**src/rtl/scard_supv_pkg.sv**
```systemverilog
package scard_supv_pkg;

    typedef enum logic [1:0] {
        SEQ_IDLE  = 2'd0,
        SEQ_START = 2'd1,
        SEQ_RUN   = 2'd2,
        SEQ_STOP  = 2'd3
    } seq_state_e;

    typedef struct packed {
        logic supply_drop;
        logic card_gone;
        logic host_end;
    } abort_cause_t;

    function automatic logic cause_any(input abort_cause_t c);
        return c.supply_drop | c.card_gone | c.host_end;
    endfunction

    function automatic logic cause_fault(input abort_cause_t c);
        return c.supply_drop | c.card_gone;
    endfunction

    function automatic logic state_live(input seq_state_e s);
        return (s == SEQ_START) || (s == SEQ_RUN);
    endfunction

endpackage

```
**src/rtl/supv_holdoff.sv**
```systemverilog
module supv_holdoff #(
    parameter int HOLD_CYC = 1000
) (
    input  logic clk,
    input  logic rst,
    input  logic vdd_ok,
    input  logic vdd_low,
    output logic ready
);
    localparam int CW = $clog2(HOLD_CYC + 1);
    localparam logic [CW-1:0] LIM = CW'(HOLD_CYC);

    logic [CW-1:0] cnt;

    always_ff @(posedge clk) begin
        if (rst || vdd_low) begin
            cnt <= '0;
        end else if (vdd_ok && cnt != LIM) begin
            cnt <= cnt + 1'b1;
        end
    end

    assign ready = (cnt == LIM);


    low_clears_ready_chk: assert property (@(posedge clk) disable iff (rst)
        vdd_low |=> !ready);


    ready_needs_supply_chk: assert property (@(posedge clk) disable iff (rst)
        $rose(ready) |-> ($past(vdd_ok) && !$past(vdd_low)));

endmodule

```
**src/rtl/supv_seq.sv**
```systemverilog
module supv_seq
    import scard_supv_pkg::*;
(
    input  logic clk,
    input  logic rst,
    input  logic ready,
    input  logic vdd_low,
    input  logic card_in,
    input  logic cmd_n,
    input  logic act_ack,
    input  logic deact_ack,
    output logic act_req,
    output logic deact_req,
    output logic contacts_live,
    output logic fault_evt
);
    seq_state_e   state, nxt;
    abort_cause_t why;
    logic         cmd_q, cmd_fall, live, start_ok, abort_now;

    always_ff @(posedge clk) begin
        if (rst) cmd_q <= 1'b1;
        else     cmd_q <= cmd_n;
    end

    assign cmd_fall         = cmd_q & ~cmd_n;
    assign why.supply_drop  = vdd_low;
    assign why.card_gone    = ~card_in;
    assign why.host_end     = cmd_n;
    assign live             = state_live(state);
    assign abort_now        = live & cause_any(why);
    assign start_ok         = (state == SEQ_IDLE) & ready & ~vdd_low & card_in & cmd_fall;
    assign fault_evt        = live & cause_fault(why);

    always_comb begin
        nxt = state;
        unique case (state)
            SEQ_IDLE:  if (start_ok) nxt = SEQ_START;
            SEQ_START: if (abort_now) nxt = SEQ_STOP;
                       else if (act_ack) nxt = SEQ_RUN;
            SEQ_RUN:   if (abort_now) nxt = SEQ_STOP;
            SEQ_STOP:  if (deact_ack) nxt = SEQ_IDLE;
            default:   nxt = SEQ_IDLE;
        endcase
    end

    always_ff @(posedge clk) begin
        if (rst) begin
            state     <= SEQ_IDLE;
            deact_req <= 1'b0;
        end else begin
            state     <= nxt;
            deact_req <= abort_now;
        end
    end

    assign act_req       = (state == SEQ_START);
    assign contacts_live = (state != SEQ_IDLE);


    locked_ignores_cmd_chk: assert property (@(posedge clk) disable iff (rst)
        (state == SEQ_IDLE && !ready) |=> !contacts_live);


    undervolt_deact_chk: assert property (@(posedge clk) disable iff (rst)
        (live && vdd_low) |=> (deact_req && contacts_live && !act_req));


    deact_pulse_chk: assert property (@(posedge clk) disable iff (rst)
        deact_req |=> !deact_req);


    idle_no_deact_chk: assert property (@(posedge clk) disable iff (rst)
        (state == SEQ_IDLE) |=> !deact_req);


    low_blocks_start_chk: assert property (@(posedge clk) disable iff (rst)
        (state == SEQ_IDLE && vdd_low) |=> !act_req);

endmodule

```
**src/rtl/supv_status.sv**
```systemverilog
module supv_status (
    input  logic clk,
    input  logic rst,
    input  logic card_in,
    input  logic cmd_n,
    input  logic fault_evt,
    output logic status_off
);
    logic fault_q;

    always_ff @(posedge clk) begin
        if (rst) begin
            fault_q    <= 1'b0;
            status_off <= 1'b0;
        end else begin
            if (fault_evt)  fault_q <= 1'b1;
            else if (cmd_n) fault_q <= 1'b0;
            status_off <= cmd_n ? card_in : ~fault_q;
        end
    end


    presence_report_chk: assert property (@(posedge clk) disable iff (rst)
        cmd_n |=> (status_off == $past(card_in)));

endmodule

```
**src/rtl/scard_supv_ctrl.sv**
```systemverilog
module scard_supv_ctrl #(
    parameter int HOLD_CYC = 1000
) (
    input  logic clk,
    input  logic rst,
    input  logic vdd_ok,
    input  logic vdd_low,
    input  logic card_in,
    input  logic cmd_n,
    input  logic act_ack,
    input  logic deact_ack,
    output logic if_enable,
    output logic act_req,
    output logic deact_req,
    output logic contacts_live,
    output logic status_off
);
    logic ready, fault_evt;

    supv_holdoff #(.HOLD_CYC(HOLD_CYC)) u_hold (
        .clk    (clk),
        .rst    (rst),
        .vdd_ok (vdd_ok),
        .vdd_low(vdd_low),
        .ready  (ready)
    );

    supv_seq u_seq (
        .clk          (clk),
        .rst          (rst),
        .ready        (ready),
        .vdd_low      (vdd_low),
        .card_in      (card_in),
        .cmd_n        (cmd_n),
        .act_ack      (act_ack),
        .deact_ack    (deact_ack),
        .act_req      (act_req),
        .deact_req    (deact_req),
        .contacts_live(contacts_live),
        .fault_evt    (fault_evt)
    );

    supv_status u_stat (
        .clk       (clk),
        .rst       (rst),
        .card_in   (card_in),
        .cmd_n     (cmd_n),
        .fault_evt (fault_evt),
        .status_off(status_off)
    );

    assign if_enable = ready;


    inactive_grounded_chk: assert property (@(posedge clk) disable iff (rst)
        act_req |-> contacts_live);

endmodule

```
**config.mk**
```make
export PLATFORM = sky130hd
export DESIGN_NAME = scard_supv_ctrl
export DESIGN_NICKNAME = d
export VERILOG_FILES = /design/src/rtl/scard_supv_pkg.sv /design/src/rtl/supv_holdoff.sv /design/src/rtl/supv_seq.sv /design/src/rtl/supv_status.sv /design/src/rtl/scard_supv_ctrl.sv
export SDC_FILE = /design/constraint.sdc
export NUM_CORES = 1
export LEC_CHECK = 0
export ABC_AREA = 1
export ABC_CLOCK_PERIOD_IN_PS = 3700
export BUFFER_PORTS_ARGS = -buffer_cell sky130_fd_sc_hd__clkbuf_2
export CAP_MARGIN = 20
export CORE_MARGIN = 2
export CORE_UTILIZATION = 59
export CTS_CLUSTER_DIAMETER = 30
export DETAILED_ROUTE_END_ITERATION = 16
export PLACE_DENSITY = 0.83
export SYNTH_ARGS = -nofsm -noshare
export SYNTH_HDL_FRONTEND = slang
export SYNTH_SLANG_ARGS = --single-unit
```
**constraint.sdc**
```tcl
create_clock -name clk -period 3.7 [get_ports clk]
set_input_delay 0.555 -clock clk [delete_from_list [all_inputs] [get_ports clk]]
set_output_delay 0.555 -clock clk [all_outputs]
set_load 0.01 [all_outputs]
```
==> flow_summary.yaml <==
pwr:
  seq_power_share_pct: 55.6
  clkPwrFrac_pct: 37.4
  intPower_uw: 242.2
  power_frac_comb_pct: 7.0
  p_leak_uw: 0.0004325
  p_switching_uw: 73.27
  peakVddDrop_mv: 0.2342
  switching_share_pct: 23.23
  cellPowerDensity_nw_per_um2: 290.5
floorplan:
  rows: 14
  die-area_um2: 1984
  fp.dieW_um: 44.54
  initial_core_util_pct: 63.63
  die_h_um: 44.54
  core_area_um2: 1524
  io_pins: 13
sta:
  finalSetupTns_ns: 0
  maxSlewHeadroom_pct: 73.49
  finalSetupViolCount: 0
  fin_crit_sh_pct: 52.72
  clock_skew_ns: 0.006447
  min_period_ns: 1.951
  finalHoldViolCount: 0
  tightestPinTransition_ns: 0.3962
  slew_violations: 0
  clock.fmax_ghz: 0.5126
  rsz0062_at_grt: "no"
place:
  dp.cells: 160
  place_congestion: 0.7970
  port_buffers: 12
  hpwlAfterDp_mm: 1.373
detailed_routing:
  wl_mm: 1.755
  avgRoutedWirePerCell_um: 10.70
  num_vias: 836
  drc: 0
  detail_route.first_pass.iterations: 4
  drt_iter0_drc: 5
  vias_per_cell: 5.098
  antenna_left: 0
yosys:
  ys_async_sr_fraction_pct: 0
  yosysWarnings: 0
  ys_types: 24
  synth_top_area_share_pct: 33.03
  ys.flop_type: "dfxtp_1"
  synth_edf_count: 0
  synthCells: 132
  yosys-top-cells-area: "dfxtp_1, nand2_1, ha_1, inv_1, a21oi_1"
  ys_ff_latch: 16
  syn_nets: 147
  ys_seq_area_share_pct: 33.03
  syn_area_per_cell_um2: 7.346
  synth_common_cells: "nand2_1, inv_1, dfxtp_1"
  mappedNetlistArea_um2: 969.7
  yosysTopAreaCell: "dfxtp_1"
  synthMostInstantiatedCell: "nand2_1"
critical_path:
  max_stage_delay_ns: 0.34
  worstRegToRegCells: 7
  cp_max_fo: 3
  crit_path_cell_trace: "inv_1, ha_1, nand2_1, nor4_1, clkbuf_2"
  critPathLaunchType: "register"
  required_ns: 3.14
  path_class: "register to output pin"
  critical_path.slowest_cell: "dfxtp_1"
  reg2reg_slack_ns: 2.11
  worstSetupEndpointType: "output pin"
  cp.arrival_ns: 1.40
worst_hold_path:
  hold_path_depth: 1
  min_path_type: "register to register"
layout:
  fillers: 129
  nNetsFinal: 164
  area_growth_pct: 12.00
  multi_input_area_um2: 561.8
  fin_cells: 164
  regArea_um2: 320.3
  drive_above_1_share_pct: 21.62
  antennaDiodeCount: 0
cts:
  insertion_delay_ns: 0.29
  cts_setup_buffers: 0
  htree_levels: 1
  cts_resized: 0
  postCtsHoldBufs: 0
  cts_buffer_depth: 2
  root_buffer: "clkbuf_4"
  tritoncts: "done"
  cts_made_buffers: 3
  clock-sinks: 16
  clk_pin_slew_ns: 0.10
global_routing:
  first_global_vias: 769
  overflow: 0
  antenna_found_initial: 0
  grt_pass1_wl_mm: 3.263
  grt_max_degree: 11
  grt_use_total_pct: 22.09
job:
  cap_viol_max_count: 0
status:
  status: "finished, final reports clean"
[power by group through the flow]
stage          sequential [uW]  combinational, uW  clock, uW
4_1_cts                    175               22.1        122
6_report                   175               22.1        118
5_1_grt                    176               25.3        128
3_3_place_gp               179               21.1          0
3_5_place_dp               179               22.1          0
2_1_floorplan              180               13.0          0
[cell type report]
class / count / area share [%]
Tap cell: 16 / 1.843
Multi-Input combinational cell: 94 / 51.73
Inverter: 22 / 8.065
Clock buffer: 4 / 3.341
Timing Repair Buffer: 12 / 5.530
Sequential cell: 16 / 29.49
[cell families (layout without fill, tap and decap cells)]
family                     after synthesis  count (layout)  synth area share [%]
buffers and inverters                   22              38                 9.033
xor gates and xnor gates                 3               3                 2.710
DFF                                     16              16                 33.03
and+or+nand+nor                         64              64                 33.94
adders and majority gates                7               7                 9.032
AOI/OAI and AO/OA                       20              20                 12.26
[layer usage]
metal / part of all wire [%] / track usage (%) / wire length, um / up-vias
met1: 43 / 26.26 / 757 / 374
met4: 0.46 / 5.455 / 8 / 0
met5: 0 / 0 / 0 / -
met2: 53 / 40.29 / 937 / 12
li1: - / - / - / 448
met3: 3.0 / 4.082 / 52 / 2
[per-stage QoR]
stage	utilization [%]	power (uW)	cell area, um2	worst slack, ns	hold slack, ns
final	71.26	315.5	1086	1.749	0.4376
after global routing	71.26	329.0	1086	1.618	0.4512
after CTS	71.26	319.9	1086	1.727	0.4359
after detailed placement	68.88	201.5	1050	2.068	0.4222
after global placement	68.88	200.4	1050	2.115	0.4156
after floorplan	-	192.6	969.7	2.112	0.4055
[sequential cells by signal (all words and copies together), names as in the netlist]
| name | flops |
|---|---|
| u_hold.cnt | 10 |
| u_seq.state | 2 |
| u_seq.cmd_q | 1 |
| u_seq.deact_req | 1 |
| u_stat.fault_q | 1 |
| u_stat.status_off | 1 |
[cell usage in the layout, fill, tap and decap left out, drive strengths merged]
master | synthesis | final
nor2 | 17 | 17
nor4 | 1 | 1
nand3b | 1 | 1
dfxtp | 16 | 16
nor3 | 1 | 1
o21bai | 3 | 3
clkbuf | 0 | 16
xor2 | 3 | 3
a21oi | 12 | 12
nand2 | 34 | 34
clkinv | 2 | 2
o21ai | 5 | 5
ha | 7 | 7
inv | 20 | 20
nand4 | 2 | 2
nand3 | 8 | 8
[critical path, delay by kind of cell, from the launching register on]
family	cells	cell delay, ns
DFF	1	0.34
and+or+nand+nor	2	0.34
buffers and inverters	2	0.26
adders and majority gates	1	0.16
[path summary, 6_finish.rpt]
kind | from | end
worst max-delay path | u_hold.cnt[0] | if_enable
worst min-delay path | u_stat.fault_q | u_stat.status_off
worst max register to register | u_seq.state[0] | u_seq.state[1]
worst min register to register | u_stat.fault_q | u_stat.status_off
Power figures use the tool's default switching activity.
